[config.mk]
export PLATFORM = sky130hd
export DESIGN_NAME = pld_cell_bank
export DESIGN_NICKNAME = d
export VERILOG_FILES = /design/src/rtl/pld_cell_bank.sv
export SDC_FILE = /design/constraint.sdc
export NUM_CORES = 1
export LEC_CHECK = 0
export ABC_AREA = 0
export BUFFER_PORTS_ARGS = -buffer_cell sky130_fd_sc_hd__buf_4
export CORE_AREA = 2 2 94 96
export DETAILED_ROUTE_END_ITERATION = 16
export DIE_AREA = 0 0 96 98
export PLACE_DENSITY = 0.52
export SLEW_MARGIN = 5
export SYNTH_ARGS = -nofsm -noshare
export SYNTH_HDL_FRONTEND = slang
export SYNTH_SLANG_ARGS = --single-unit
[constraint.sdc]
create_clock -name clk -period 1.95 [get_ports clk]
set_clock_uncertainty 0.2 [all_clocks]
set_input_delay 0.2925 -clock clk [delete_from_list [all_inputs] [get_ports clk]]
set_output_delay 0.2925 -clock clk [all_outputs]
set_load 0.02 [all_outputs]
[src/rtl/pld_cell_bank.sv]
module pld_cell_bank #(
  parameter int NCELL       = 10,
  parameter int PT_MIN      = 8,
  parameter int PT_MAX      = 16,
  parameter int HOLD_CYCLES = 8
) (
  input  logic                    clk,
  input  logic                    por_n,
  input  logic [NCELL*PT_MAX-1:0] pt_in,
  input  logic [NCELL-1:0]        oe_pt,
  input  logic [NCELL-1:0]        reg_mode,
  input  logic [NCELL-1:0]        inv_out,
  input  logic                    preset_pt,
  input  logic                    areset_pt,
  input  logic                    preload_en,
  input  logic [NCELL-1:0]        preload_d,
  input  logic [NCELL-1:0]        pin_in,
  output logic [NCELL-1:0]        q_out,
  output logic [NCELL-1:0]        q_oe,
  output logic [NCELL-1:0]        fb
);
  localparam int CW = $clog2(HOLD_CYCLES + 1);

  logic [NCELL-1:0] sum, r, val;
  logic [CW-1:0]    hold_cnt;
  logic             ready, arst;

  for (genvar g = 0; g < NCELL; g++) begin : g_cell
    localparam int M   = (g < NCELL - 1 - g) ? g : NCELL - 1 - g;
    localparam int CNT = (PT_MIN + 2 * M > PT_MAX) ? PT_MAX : PT_MIN + 2 * M;
    assign sum[g] = |pt_in[g*PT_MAX +: CNT];
  end

  assign ready = (hold_cnt == CW'(HOLD_CYCLES));
  assign arst  = !por_n || areset_pt;

  always_ff @(posedge clk or negedge por_n)
    if (!por_n)      hold_cnt <= '0;
    else if (!ready) hold_cnt <= hold_cnt + 1'b1;

  always_ff @(posedge clk or posedge arst)
    if (arst)            r <= '0;
    else if (ready) begin
      if (preload_en)     r <= preload_d;
      else if (preset_pt) r <= '1;
      else                r <= sum;
    end

  assign val   = (reg_mode & r) | (~reg_mode & sum);
  assign q_out = val ^ inv_out;
  assign q_oe  = oe_pt;
  assign fb    = (oe_pt & val) | (~oe_pt & pin_in);
endmodule


# --- Word level (Yosys, flattened, before mapping) ---
# Cells that the tools add are included.
totals:
  register_bits: 14
  input_bits: 215
  out_inout_bits: 30
  elab_cells: 27
classes:
  addsub: 1
  n_eq_ne: 1
  n_mux: 2
  n_bitwise: 9
  reduce_logical: 12
ops:
  columns: ["cell", "count"]
  rows:
  - ["10-bit AND", 4]
  - ["16-bit OR reduction", 2]
  - ["14-bit OR reduction", 2]
  - ["12-bit OR reduction", 2]
  - ["10-bit 2-to-1 mux", 2]
  - ["10-bit NOT", 2]
  - ["10-bit bitwise OR", 2]
  - ["10-bit OR reduction", 2]
  - ["8-bit OR reduction", 2]
  - ["10-bit XOR", 1]
  - ["4-bit by 1-bit adder with 4-bit output, second input constant", 1]
  - ["4-bit == test, second input constant", 1]
  - ["1-bit zero test", 1]
  - ["1-bit logical OR", 1]

# --- Depth between registers and ports, before layout ---
# Gate-level depths: netlist of the first run.
logic_depth:
  depth_word: 5
  mapped_depth: 6
  depth_no_buf: 5

# --- Worst setup path after synthesis of the first run ---
# OpenSTA, ideal clock, no wires.
synth_timing:
  path_kind: "input to output"
  start: "input port pt_in[135]"
  end: "output port q_out[8]"
  t_arrival_ps: 1294
  required_ps: 1457
  path_slack_ps: 164
  stages: 4
  path_buffers: 0
  path_cell_list: "nor4_1 nand3_1 mux2_2 xor2_1"
synth_via:
  elab_chain_len: 4
synth_lines:
  columns: ["item", "line", "rtl"]
  rows:
  - ["from (decl)", "9", "input logic [NCELL*PT_MAX-1:0] pt_in,"]
  - ["10-bit OR reduction", "31", "assign sum[g] = |pt_in[g*PT_MAX +: CNT];"]
  - ["10-bit AND", "49", "assign val = (reg_mode & r) | (~reg_mode & sum);"]
  - ["10-bit bitwise OR", "49", null]
  - ["10-bit XOR", "50", "assign q_out = val ^ inv_out;"]
  - ["to (decl)", "18", "output logic [NCELL-1:0] q_out,"]
# No other way between the ends.

# --- Worst setup path after layout of the first run ---
layout_timing:
  start: "input port pt_in[18]"
  end: "output port fb[1]"
layout_via:
  elab_chain_len: 5
layout_lines:
  columns: ["item", "line", "rtl"]
  rows:
  - ["10-bit OR reduction", "31", null]
  - ["10-bit AND", "49", null]
  - ["10-bit bitwise OR", "49", null]
  - ["10-bit AND", "52", "assign fb = (oe_pt & val) | (~oe_pt & pin_in);"]
  - ["10-bit bitwise OR", "52", null]
  - ["to (decl)", "20", "output logic [NCELL-1:0] fb"]
# No other way between the ends.

==> results of run 1 <==
==> registers in the layout, summed over array words and instances, names as in the netlist <==
register	count
hold_cnt	4
r	10
==> power by group <==
group / switching (mW) / internal (mW)
logic: 0.226 / 0.362
clock network: 0.110 / 0.179
registers: 0.00670 / 0.301
total: 0.342 / 0.842
==> repair_timing <==
item	CTS	global route
hold buffers	2	0
gates resized for setup	24	51
setup buffers	9	1
hold endpoints to repair	8	0
setup endpoints to repair	5	18
pin swaps	9	19
==> worst reg2reg max path, cell delays in order (launching register included) <==
cell and delay [ns]:
dfrtp_1 0.39, inv_1 0.10, ha_1 0.15, nand3b_1 0.25, buf_4 0.27, nand2_1 0.06, o21ai_0 0.07
==> layout make-up <==
class | instances | area [um^2] | area share [%]
clock buffers | 4 | 55.1 | 1.59
inverters | 10 | 37.5 | 1.08
multi-input cells | 114 | 1140 | 32.8
flip-flops and latches | 14 | 350 | 10.1
well taps | 108 | 135 | 3.90
repair buffers | 222 | 1750 | 50.5
==> logic make-up after synthesis <==
| kind of cell | share of synthesized area, % |
|---|---|
| buf+inv | 9.82 |
| xor+xnor | 9.03 |
| compound gates | 9.33 |
| simple gates | 25.0 |
| fa+ha+maj | 1.98 |
| mux | 17.1 |
| flops | 27.8 |
==> cell usage in the layout (no fill, tap or decap), types with 4 or more instances in the layout <==
master,netlist,final
buf_4,10,199
buf_6,0,21
clkbuf_8,0,4
dfrtp_1,14,14
inv_1,9,9
mux2_4,2,6
mux2i_1,14,9
mux2i_2,0,5
nand2_1,13,13
nand3_1,5,4
nand4_1,4,4
nor2_1,4,4
nor4_1,28,4
nor4_2,0,7
nor4_4,0,17
o21ai_0,11,10
o22ai_1,10,9
xnor2_1,9,9
==> metal layers <==
layer	track usage, %	up-vias
li1	-	977
met1	12.8	903
met2	23.5	95
met3	2.93	2
met4	0.879	0
met5	0	-
==> stage by stage <==
stage / utilization, % / hold slack (ns)
2_1_floorplan: - / -0.203
3_3_place_gp: 34.1 / -0.104
3_5_place_dp: 34.1 / -0.105
4_1_cts: 37.1 / 0.135
5_1_grt: 41.0 / 0.147
6_report: 41.0 / 0.143
==> path summary, 6_finish.rpt <==
path | slack, ns | to
min in group asynchronous | 0.18 | hold_cnt[3]
min reg2reg | 0.28 | hold_cnt[3]
max | -0.03 | fb[1]
min | 0.14 | r[6]
max in group asynchronous | 0.62 | r[4]
max reg2reg | 0.35 | r[3]
==> flow_summary.toml, run 1 <==
[synthesis]
seq_area_frac_synth_pct = 27.8
synth_edf_count = 0
yosys_warnings = 0
syn-num-nets = 368
synth-async-reset-ratio_pct = 100
yosysMostFrequentCell = "nor4_1"
syn_area_per_cell_um2 = 8.35
syn_area_um2 = 1260
synth_top_area_share_pct = 27.8
yosys-top-cells-area = "dfrtp_1 (28%), nor4_1 (14%), mux2i_1 (11%), xnor2_1 (6.3%), buf_4 (6.0%)"
synth_common_cells = "nor4_1 (28), dfrtp_1 (14), mux2i_1 (14)"
ys.flop_type = "dfrtp_1"
syn-instance-count = 151
ys_types = 22
ys_ff_latch = 14
synth_top_area_cell = "dfrtp_1"

[finish]
antenna_cells = 0
fin_cells = 472
drive_above_1_share_pct = 72.3
fillers = 832
area_growth_pct = 175
final_area_um2 = 3470
num-nets-final = 582

[hold_path]
hp-start = "preload_d[6]"
hold_path.class = "input pin to flip-flop"
hold_depth = 3

[floorplan]
die_h_um = 98
core_um2 = 8470
start_util_pct = 14.9
dieArea_um2 = 9410
ioPinCount = 245
die_w_um = 96
rows = 34

[clock_network]
root_buffer = "clkbuf_8"
cts_tree = "built"
worstSkewPairLatency_ns = 0.25
cts.sinks = 14
htreeDepth = 1
clockBufferDepth = 2
path_clk_slew_ns = 0.06
cts_made_buffers = 3

[timing]
setup_viol = 2
fmax_mhz = 504
tns_ns = -0.0371
final-hold-violation-count = 0
fin_crit_sh_pct = 102
rsz0062_at_grt = "true"
setup_slack_ns = -0.0322
max_slew_margin_pct = 71.4
drv_slew = 0
tightest_slew_ns = 0.429
period_minus_slack_ns = 1.98

[drt]
wirelength_um = 6270
ant_nets = 0
wl_met3_um = 506
drt_iter0_drc = 18
viasPerCell = 4.19
remaining_drc_errors = 0
vias = 1977
firstDrtPassIters = 4
met1_length_um = 2180
wl_met2_um = 3550
drt-wirelength-per-cell_um = 13.3
top_layer_used = "met4"

[power_and_ir_drop]
vdd_drop_max_mv = 0.208
powerDensity_nw_per_um2 = 341
finalPower_mw = 1.18
leakage_nw = 1.60

[critical_path]
cp.depth = 6
crit_slowest_cell = "mux2_4"
path_cells = "buf_6 -> nor4_4 -> nand3_1 -> mux2_4 -> mux2_4 -> buf_6"
crit_path_end_kind = "output port"
r2r-start = "hold_cnt[0]"
critPathTopFamily = "multiplexers"
reg2reg_depth = 6
max_stage_delay_ns = 0.30
cp.arrival_ns = 1.49
path_max_fanout = 2
critPathLaunch = "pt_in[18]"
crit_required_ns = 1.46
critPathBufInv = 2
start_kind = "input pin"
worstSetupPathType = "input pin to output port"

[placed_design]
port_buffers = 204
postPlaceCellArea_um2 = 2890
routabilityCongestion = 0.679
post-place-cells = 456
dp_hpwl_um = 4910
place_ws_ns = -0.104

[outcome]
failed_checks = "negative setup slack"
status = "finished with violations"

[global_route]
gr-total-overflow = 0
grt_pass1_vias = 2064
grt_max_degree = 11
grtUsageTotal_pct = 11.8
antenna_found_initial = 0
grt_first_pass_wirelength_um = 8980

[flow_run]
maxCapViolCount = 0
Power figures use the tool's default switching activity.
==> run 2: changes to the inputs <==
ABC_AREA = 1   (was 0)
PLACE_DENSITY = 0.58   (was 0.52)
clock period = 2.4 ns   (was 1.95 ns; I/O delays follow)
==> flow_summary.toml, run 2 <==
[outcome]
status = "completed"

[drt]
top_layer_used = "met4"
remaining_drc_errors = 0
ant_nets = 0
drt-wirelength-per-cell_um = 10.2
met1_length_um = 2340
wirelength_um = 6310
vias = 2490
wl_met3_um = 563
viasPerCell = 4.04
drt_iter0_drc = 31
firstDrtPassIters = 4
wl_met2_um = 3350

[global_route]
grt_first_pass_wirelength_um = 9810
grt_max_degree = 17
grt_pass1_vias = 2393
grtUsageTotal_pct = 12.8
antenna_found_initial = 0
gr-total-overflow = 0

[clock_network]
path_clk_slew_ns = 0.06
cts_made_buffers = 3
cts_tree = "built"
root_buffer = "clkbuf_8"
htreeDepth = 1
clockBufferDepth = 2
cts.sinks = 14
worstSkewPairLatency_ns = 0.24
postCtsSetupBuffers = 0
cts_resized = 0
postCtsHoldBufs = 2

[critical_path]
max_stage_delay_ns = 0.20
r2r_setup_slack_ns = 0.70
r2r-start = "hold_cnt[0]"
path_max_fanout = 3
cp.arrival_ns = 1.27
crit_path_end_kind = "output port"
crit_required_ns = 1.84
crit_slowest_cell = "or2_0"
path_cells = "buf_4 -> or2_0 -> nor2_1 -> nand3_1 -> nand3_1 -> o21ai_0 -> buf_4"
worstSetupPathType = "input pin to output port"
start_kind = "input pin"
reg2reg_to = "r[8]"
reg2reg_depth = 8

[synthesis]
syn_area_um2 = 1720
syn-num-nets = 526
ys.flop_type = "dfrtp_1"
yosysMostFrequentCell = "nand2_1"
synth_edf_count = 0
syn_area_per_cell_um2 = 5.57
synth_top_area_cell = "dfrtp_1"
ys_ff_latch = 14
seq_area_frac_synth_pct = 20.4
syn-instance-count = 309
yosys_warnings = 0
ys_types = 28
synth-async-reset-ratio_pct = 100
yosys-top-cells-area = "dfrtp_1 (20%), nand2_1 (19%), nor2_1 (19%), nand3_1 (7.0%), inv_1 (7.0%)"
synth_top_area_share_pct = 20.4
synth_common_cells = "nand2_1 (87), nor2_1 (85), inv_1 (32)"

[timing]
tns_ns = 0
drv_slew = 0
tightest_slew_ns = 0.396
final-hold-violation-count = 0
fmax_mhz = 547
fin_crit_sh_pct = 76.2
rsz0062_at_grt = "false"
max_slew_margin_pct = 73.4
setup_viol = 0
hold_ws_ns = 0.193
period_minus_slack_ns = 1.83

[hold_path]
hold_path_end = "r[0]"
hp-start = "preload_d[0]"
hold_depth = 3
hold_path.class = "input pin to flip-flop"

[finish]
top_register = "r"
area_growth_pct = 95.3
drive_above_1_share_pct = 43.9
num-nets-final = 727
largest_reg_flops = 10
antenna_cells = 0
final_common_cell = "buf_4"
fin_cells = 616
final_area_um2 = 3360
reg_top3 = "r: 10 flops, hold_cnt: 4 flops"
most-common-layout-cells = "buf_4 (205), nand2_1 (87), nor2_1 (85)"

[placed_design]
dp_hpwl_um = 5450
routabilityCongestion = 0.701
port_buffers = 204
postPlaceCellArea_um2 = 3300
post-place-cells = 611

[power_and_ir_drop]
finalPower_mw = 0.884
leakage_nw = 1.87
vdd_drop_max_mv = 0.185
powerDensity_nw_per_um2 = 263

[floorplan]
die_w_um = 96
core_um2 = 8470
rows = 34
start_util_pct = 20.3
dieArea_um2 = 9410
ioPinCount = 245
die_h_um = 98

[flow_run]
maxCapViolCount = 0
## run 2: cell types whose count changed after synthesis, moves of 5 or more
cell      change
mux2i_1      -14
nand2_1      +74
nor4_1       -28
inv_1        +23
nor2_1       +81
nand3b_1      +5
xnor2_1       -7
nand3_1      +19
o22ai_1       -9
## run 2: cell type report
type / count / area [um^2]
well taps: 108 / 135
multi-input cells: 250 / 1150
fillers: 882 / 5100
inverters: 34 / 128
clock buffers: 3 / 41.3
flip-flops and latches: 14 / 350
repair buffers: 207 / 1560
## run 2: metal layers
metal	track usage, %	vias up
li1	-	1341
met1	13.1	1035
met2	25.5	108
met3	3.32	6
met4	2.20	0
met5	0	-
## run 2: worst max-delay path by stage
stage | end | cells past startpoint | startpoint
floorplan | fb[1] | 5 | pt_in[17]
global placement | fb[8] | 7 | pt_in[129]
detailed placement | fb[1] | 7 | pt_in[17]
CTS | fb[1] | 7 | pt_in[17]
global route | fb[1] | 7 | pt_in[17]
finish | fb[1] | 7 | pt_in[17]
## run 2: report_power, final
group / internal (mW) / switching (mW) / total [mW]
Clock: 0.111 / 0.0890 / 0.200
Sequential: 0.245 / 0.00335 / 0.248
Combinational: 0.268 / 0.168 / 0.436
Total: 0.624 / 0.260 / 0.884
## run 2: cell families (layout without fill, tap and decap cells)
| family | Yosys count | in the layout | synth area share, % |
|---|---|---|---|
| xor+xnor | 3 | 3 | 1.53 |
| buf+inv | 45 | 244 | 12.9 |
| fa+ha+maj | 2 | 2 | 1.45 |
| compound gates | 22 | 22 | 7.86 |
| flops | 14 | 14 | 20.4 |
| simple gates | 223 | 223 | 55.9 |
## run 2: through the flow
stage                     worst slack [ns]  utilization, %
after CTS                            0.565            39.7
final                                0.571            39.7
after detailed placement             0.569            39.0
after global routing                 0.477            39.7
after floorplan                      0.748               -
after global placement               0.573            39.0
## run 2: critical path: cells and delay by family
family / cells / cell delay (ns)
AO/OA/AOI/OAI: 1 / 0.08
buffers and inverters: 2 / 0.27
AND/OR/NAND/NOR: 4 / 0.56
